File: config.mk
export PLATFORM = sky130hd
export DESIGN_NAME = ipv4_hdr_csum
export DESIGN_NICKNAME = d
export VERILOG_FILES = /design/src/rtl/ipv4_csum_pkg.sv /design/src/rtl/ipv4_csum_word_shift.sv /design/src/rtl/ipv4_csum_ctrl.sv /design/src/rtl/ipv4_csum_accum.sv /design/src/rtl/ipv4_hdr_csum.sv
export SDC_FILE = /design/constraint.sdc
export NUM_CORES = 1
export LEC_CHECK = 0
export ABC_AREA = 1
export BUFFER_PORTS_ARGS = -buffer_cell sky130_fd_sc_hd__buf_2
export CAP_MARGIN = 40
export CELL_PAD_IN_SITES_DETAIL_PLACEMENT = 2
export CELL_PAD_IN_SITES_GLOBAL_PLACEMENT = 2
export CORE_UTILIZATION = 30
export DETAILED_ROUTE_END_ITERATION = 16
export GPL_TIMING_DRIVEN = 0
export MAX_ROUTING_LAYER = met4
export PLACE_DENSITY_LB_ADDON = 0.25
export SLEW_MARGIN = 20
export SYNTH_ARGS = -nofsm -noshare
export SYNTH_HDL_FRONTEND = slang
export SYNTH_SLANG_ARGS = --single-unit
File: constraint.sdc
create_clock -name clk_i -period 2.8 [get_ports clk_i]
set_clock_uncertainty 0.05 [all_clocks]
set_input_delay 0.14 -clock clk_i [delete_from_list [all_inputs] [get_ports clk_i]]
set_output_delay 0.14 -clock clk_i [all_outputs]
set_load 0.03 [all_outputs]
File: src/rtl/ipv4_csum_pkg.sv
package ipv4_csum_pkg;

  typedef enum logic [1:0] {
    ST_IDLE,
    ST_SUM,
    ST_CARRY_ADD
  } csum_state_e;

  // identification + two source words + two destination words
  localparam int unsigned VAR_WORDS = 5;

  function automatic logic [15:0] fold16(input logic [31:0] s);
    logic [31:0] t;
    t = s;
    for (int i = 0; i < 3; i++) t = {16'h0, t[15:0]} + {16'h0, t[31:16]};
    return t[15:0];
  endfunction

endpackage

File: src/rtl/ipv4_csum_word_shift.sv
module ipv4_csum_word_shift #(
  parameter int unsigned NUM_WORDS = 5
) (
  input  logic                      clk_i,
  input  logic                      rst_ni,
  input  logic                      load_i,
  input  logic                      shift_i,
  input  logic [NUM_WORDS*16-1:0]   words_i,
  output logic [15:0]               word_o
);

  logic [15:0] w_q [NUM_WORDS];

  // first word sits in the top slice of words_i
  for (genvar i = 0; i < NUM_WORDS; i++) begin : g_slot
    logic [15:0] nxt;
    if (i == NUM_WORDS - 1) begin : g_tail
      assign nxt = 16'h0;
    end else begin : g_body
      assign nxt = w_q[i+1];
    end

    always_ff @(posedge clk_i or negedge rst_ni) begin
      if (!rst_ni)      w_q[i] <= 16'h0;
      else if (load_i)  w_q[i] <= words_i[16*(NUM_WORDS-i)-1 -: 16];
      else if (shift_i) w_q[i] <= nxt;
    end
  end

  assign word_o = w_q[0];

  // captured words move only on load or shift
  a_r6_words_hold: assert property (@(posedge clk_i) disable iff (!rst_ni)
    (!load_i && !shift_i) |=> $stable(word_o));

endmodule

File: src/rtl/ipv4_csum_ctrl.sv
module ipv4_csum_ctrl
  import ipv4_csum_pkg::*;
#(
  parameter int unsigned NUM_WORDS = 5
) (
  input  logic clk_i,
  input  logic rst_ni,
  input  logic start_i,
  output logic load_o,
  output logic add_o,
  output logic finish_o
);

  localparam int unsigned CNT_W = (NUM_WORDS > 1) ? $clog2(NUM_WORDS) : 1;

  csum_state_e      state_q, state_d;
  logic [CNT_W-1:0] cnt_q, cnt_d;
  logic             last_word;

  assign last_word = (cnt_q == CNT_W'(NUM_WORDS - 1));

  always_comb begin
    state_d  = state_q;
    cnt_d    = cnt_q;
    load_o   = 1'b0;
    add_o    = 1'b0;
    finish_o = 1'b0;
    unique case (state_q)
      ST_IDLE: begin
        if (start_i) begin
          load_o  = 1'b1;
          cnt_d   = '0;
          state_d = ST_SUM;
        end
      end
      ST_SUM: begin
        add_o = 1'b1;
        cnt_d = cnt_q + 1'b1;
        if (last_word) state_d = ST_CARRY_ADD;
      end
      ST_CARRY_ADD: begin
        finish_o = 1'b1;
        state_d  = ST_IDLE;
      end
      default: state_d = ST_IDLE;
    endcase
  end

  always_ff @(posedge clk_i or negedge rst_ni) begin
    if (!rst_ni) begin
      state_q <= ST_IDLE;
      cnt_q   <= '0;
    end else begin
      state_q <= state_d;
      cnt_q   <= cnt_d;
    end
  end

  // a running calculation is never abandoned for a new start
  a_r5_sum_continues: assert property (@(posedge clk_i) disable iff (!rst_ni)
    (state_q == ST_SUM) |=> (state_q != ST_IDLE));

  // fold stage lasts one cycle and always follows the sum stage
  a_r4_fold_one_cycle: assert property (@(posedge clk_i) disable iff (!rst_ni)
    (state_q == ST_CARRY_ADD) |=> (state_q == ST_IDLE));

  a_r4_fold_after_sum: assert property (@(posedge clk_i) disable iff (!rst_ni)
    $rose(state_q == ST_CARRY_ADD) |-> ($past(state_q) == ST_SUM));

endmodule

File: src/rtl/ipv4_csum_accum.sv
module ipv4_csum_accum #(
  parameter int unsigned    ACC_W   = 19,
  parameter logic [15:0]    PRELOAD = 16'h0
) (
  input  logic        clk_i,
  input  logic        rst_ni,
  input  logic        init_i,
  input  logic        add_i,
  input  logic        finish_i,
  input  logic [15:0] word_i,
  output logic [15:0] csum_o,
  output logic        done_o
);

  logic [ACC_W-1:0] acc_q;
  logic [16:0]      fold1;
  logic [15:0]      fold2;

  // end-around fold: second add absorbs a carry from the first
  assign fold1 = {1'b0, acc_q[15:0]} + 17'(acc_q[ACC_W-1:16]);
  assign fold2 = fold1[15:0] + {15'h0, fold1[16]};

  always_ff @(posedge clk_i or negedge rst_ni) begin
    if (!rst_ni)     acc_q <= '0;
    else if (init_i) acc_q <= ACC_W'(PRELOAD);
    else if (add_i)  acc_q <= acc_q + ACC_W'(word_i);
  end

  always_ff @(posedge clk_i or negedge rst_ni) begin
    if (!rst_ni) begin
      csum_o <= 16'h0;
      done_o <= 1'b0;
    end else begin
      done_o <= finish_i;
      if (finish_i) csum_o <= ~fold2;
    end
  end

  // result changes only alongside a done pulse
  a_r7_hold: assert property (@(posedge clk_i) disable iff (!rst_ni)
    !done_o |-> $stable(csum_o));

  // done is a single-cycle pulse
  a_r4_single_pulse: assert property (@(posedge clk_i) disable iff (!rst_ni)
    done_o |=> !done_o);

endmodule

File: src/rtl/ipv4_hdr_csum.sv
module ipv4_hdr_csum
  import ipv4_csum_pkg::*;
#(
  parameter int unsigned PAYLOAD_BYTES = 1424,
  parameter logic [7:0]  TOS           = 8'h00,
  parameter logic [7:0]  TTL           = 8'hFF,
  parameter logic [7:0]  PROTO         = 8'h11
) (
  input  logic        clk_i,
  input  logic        rst_ni,
  input  logic        start_i,
  input  logic [15:0] ident_i,
  input  logic [31:0] src_addr_i,
  input  logic [31:0] dst_addr_i,
  output logic [15:0] csum_o,
  output logic        done_o
);

  localparam int unsigned TOTAL_LEN = 20 + 8 + 48 + PAYLOAD_BYTES;
  localparam logic [31:0] CONST_SUM = {16'h0, 8'h45, TOS} + {16'h0, 16'(TOTAL_LEN)}
                                    + 32'h0000_4000 + {16'h0, TTL, PROTO};
  localparam logic [15:0] PRELOAD   = fold16(CONST_SUM);
  // room for preload plus every variable word without losing a carry
  localparam int unsigned ACC_W     = 16 + $clog2(VAR_WORDS + 1);

  logic        load, add, finish;
  logic [15:0] word;

  ipv4_csum_ctrl #(
    .NUM_WORDS (VAR_WORDS)
  ) u_ctrl (
    .clk_i    (clk_i),
    .rst_ni   (rst_ni),
    .start_i  (start_i),
    .load_o   (load),
    .add_o    (add),
    .finish_o (finish)
  );

  ipv4_csum_word_shift #(
    .NUM_WORDS (VAR_WORDS)
  ) u_shift (
    .clk_i   (clk_i),
    .rst_ni  (rst_ni),
    .load_i  (load),
    .shift_i (add),
    .words_i ({ident_i, src_addr_i, dst_addr_i}),
    .word_o  (word)
  );

  ipv4_csum_accum #(
    .ACC_W   (ACC_W),
    .PRELOAD (PRELOAD)
  ) u_accum (
    .clk_i    (clk_i),
    .rst_ni   (rst_ni),
    .init_i   (load),
    .add_i    (add),
    .finish_i (finish),
    .word_i   (word),
    .csum_o   (csum_o),
    .done_o   (done_o)
  );

  // accepted start produces done seven edges later
  a_r4_latency: assert property (@(posedge clk_i) disable iff (!rst_ni)
    load |-> ##7 done_o);

endmodule

==> run summary <==
Max Freq - 326.5 MHz
Pwr Density - 1285 nW/um^2
full die area - 22740 sq um
maximum VDD drop - 0.5831 mV
largest net degree at the start of global routing - 72
Seq/Total Area, Yosys - 0.4558
first-pass GRT wire length - 44.66 mm
Max Buffers Root-to-Sink - 2
post-synth net total - 937
TNS Setup - -1957 ps
Hold Startpoint - start_i
average size of a mapped cell - 8.013 sq um
critical path required time - 3120 ps
number of max-cap violations - 0
Post-Synthesis Cell Area - 6643 sq um
Yosys warnings - 0
CTS tree - done
CP Data Arrival Time - 3380 ps
nets - 1156
worst-path maximum fanout - 3
routed vias - 6813
Worst Setup SP - u_accum.acc_q[0]
CP most frequent cell - nor2_4
layout cell share with drive strength beyond 1 - 0.2121
routed wire length - 28.87 mm
Initial Util - 0.3053
grt total ovfl - 0
CP cell instances - ha_4 > inv_2 > fa_2 > inv_2 > nand2_4 > nand2_4 > nand4_1 > nor4_4 > ha_2 > nand2_2 > nor2_4 > nand3_4 > nor2_4 > nand2_2 > nor2_4 > nand3_2 > nand2_1 > nand3_1 > nand2_1
Worst slew margin - 0.4938
crit-path max cell delay - 400 ps
latest clock arrival within the worst-skew pair - 430 ps
Hold Violations, Final - 0
Seq cells post-synth - 121
die height - 150.8 microns
placed instance count - 1209
H-tree levels - 4
Crit Path Class - reg2reg
R2R Path Start - u_accum.acc_q[0]
CP delay by family, top - simple AND/OR/NAND/NOR gates
Final setup viols - 11
Seq pwr share - 0.274
slowest CP cell - dfrtp_1
R2R setup slack - -260 ps
LEAKAGE - 0.004341 uW
Die W - 150.8 microns
core box area - 21760 sq um
Gate power share - 0.525
drt via density - 5.081
crit share post-route - 1.094
Slew Viols, Final - 0
Crit path buffers/inverters - 2
area of the multi-input gates - 3361 sq um
vias in the first global route - 7862
DR DRC count - 0
ANT nets after route - 0
switching part of the total - 0.4958
initial antenna violation count - 0
Initial DRT Pass Iterations - 4
root buffer cell - clkbuf_16
synthesized instance count - 829
clock power share - 0.201
Tightest Hold Check Type - in2reg
RSZ-0062 raised after global routing - yes
GRT Total Usage - 0.2742
failing checks - negative setup slack
Yosys cell types - 39
register clock-pin slew on the reported worst setup and hold paths - 60 ps
P&R area growth vs syn - 39.14%
Reg area - 3029 sq um
worst-margin pin slew - 759.2 ps
Num CTS Buffers - 17
# diodes - 0
NetSw - 5889 uW
Cell Count, Final, Fillers Out - 1341
I/O pin cnt - 100
hpwl dp - 18.35 mm
Int Pwr - 5988 uW
Fill cells - 2442
IO buf count - 99
initial DRC count - 203
status - finished with violations
DR WL/cell - 21.53 microns
startpoint types - flop
row count - 54
Final WS setup - -262.6 ps
clk sinks - 121
Crit. End Element - flop
Final GP Congestion - 0.8298
Final Critical Period - 3063 ps
==> final timing paths <==
kind,endpoint,cells after the start
worst max register to register,u_accum.csum_o[11],19
worst max-delay path,u_accum.csum_o[11],19
min in group asynchronous,u_shift.word_o[6],2
worst min register to register,u_accum.csum_o[13],2
worst min-delay path,u_ctrl.state_q[0],3
max in group asynchronous,u_shift.g_slot[2].nxt[4],3
==> through the flow <==
stage                     hold WS [ps]  total power (uW)  setup WS [ps]  cell area, sq um    util
after global routing             154.8             12720         -395.5              9243  0.4248
after detailed placement         48.99              8911         -547.1              7550  0.3470
after floorplan                 -205.6              6955          1.861              6666       -
after global placement           312.4              8665         -497.6              7512  0.3453
final                            153.5             11880         -262.6              9243  0.4248
after CTS                        141.8             11670         -287.5              9174  0.4217
==> cell families (layout without fill, tap and decap cells) <==
family                     count (synthesis)  count (layout)  synth area share
xor gates and xnor gates                   9               9           0.01187
buffers and inverters                    100             332           0.05914
adders and majority gates                 25              25           0.04935
and+or+nand+nor                          433             433            0.2895
DFF                                      121             121            0.4558
AOI/OAI and AO/OA                        141             141            0.1343
==> sequential cells by signal, indices dropped and copies added (netlist names) <==
name and count:
u_accum.acc_q 19, u_accum.csum_o 16, u_accum.done_o 1, u_ctrl.cnt_q 3, u_ctrl.state_q 2, u_shift.g_slot.nxt 64
u_shift.word_o 16
==> cell type report <==
cell class / instances / share of cell area
timing repair buffer: 200 / 0.1616
clock buffer: 17 / 0.04603
clock inverter: 15 / 0.02058
buffer: 30 / 0.01408
multi-input combinational: 608 / 0.3636
inverter: 70 / 0.02843
tap: 280 / 0.03790
sequential: 121 / 0.3277
==> cell usage in the layout, fill, tap and decap left out, types with 2 or more instances in the layout <==
master	Yosys	layout
inv_2	6	10
o22ai_1	3	3
a31oi_1	8	7
xnor2_1	3	3
clkbuf_16	0	17
inv_6	0	5
buf_2	6	104
nand3_1	66	59
nor2_2	2	2
o211ai_1	33	33
o21ai_1	6	7
nor3_1	2	2
nand3_4	2	3
inv_1	64	60
nand3_2	3	9
nand4_1	8	8
o21ai_0	36	33
dfrtp_1	121	120
nand2_2	13	16
ha_1	23	20
a21o_1	3	3
o21bai_1	3	3
o21ai_2	1	3
nor2_1	49	47
dlygate4sd3_1	0	81
nor2_4	8	10
buf_6	0	2
ha_4	0	2
xor2_1	6	6
nand2_1	272	267
a22oi_1	2	2
clkinv_4	0	2
a21oi_1	28	28
a22o_1	16	16
buf_1	3	3
bufinv_16	0	3
nand2_4	3	5
buf_4	0	17
clkinvlp_4	0	3
clkbuf_1	20	20
==> power groups by stage <==
stage | registers (uW) | clock network [uW] | logic, uW
detailed placement | 3250 | 0 | 5660
global placement | 3220 | 0 | 5450
finish | 3260 | 2380 | 6240
floorplan | 3190 | 0 | 3760
global route | 3340 | 2480 | 6910
CTS | 3230 | 2400 | 6050
==> layer usage <==
metal / vias up / part of all wire / track usage
met1: 3447 / 0.40 / 0.2976
met4: 0 / 0.031 / 0.1075
met2: 129 / 0.54 / 0.4991
li1: 3181 / - / -
met5: - / 0 / -
met3: 56 / 0.023 / 0.04217
==> Yosys cell counts <==
master	count	area, sq um
nand2_1	272	1021
dfrtp_1	121	3028
nand3_1	66	330.3
inv_1	64	240.2
nor2_1	49	183.9
o21ai_0	36	180.2
o211ai_1	33	247.7
a21oi_1	28	140.1
ha_1	23	287.8
clkbuf_1	20	75.07
a22o_1	16	140.1
nand2_2	13	81.33
a31oi_1	8	50.05
nand4_1	8	50.05
nor2_4	8	90.09
buf_2	6	30.03
inv_2	6	22.52
o21ai_1	6	30.03
xor2_1	6	52.55
a21o_1	3	22.52
buf_1	3	11.26
nand2_4	3	33.78
nand3_2	3	30.03
o21bai_1	3	22.52
o22ai_1	3	18.77
xnor2_1	3	26.28
a22oi_1	2	15.01
fa_1	2	40.04
nand3_4	2	35.03
nor2_2	2	12.51
nor3_1	2	10.01
nor4_1	2	12.51
and2_1	1	6.260
clkbuf_8	1	13.76
nor2_8	1	20.02
o21a_1	1	7.510
o21ai_2	1	8.760
o221ai_1	1	8.760
or2_2	1	6.260
==> worst min-delay path, cell delays in order <==
cell and delay (ps):
buf_2 100, nand2_1 210, a31oi_1 130
==> repair_timing <==
action,in CTS,in global routing
pin swaps,20,14
endpoints found under the setup margin,13,14
hold buffers,81,0
gates resized for setup,25,8
buffers inserted,14,5
hold endpoints to repair,130,0
Note: power is estimated with default switching activity, not from simulation.
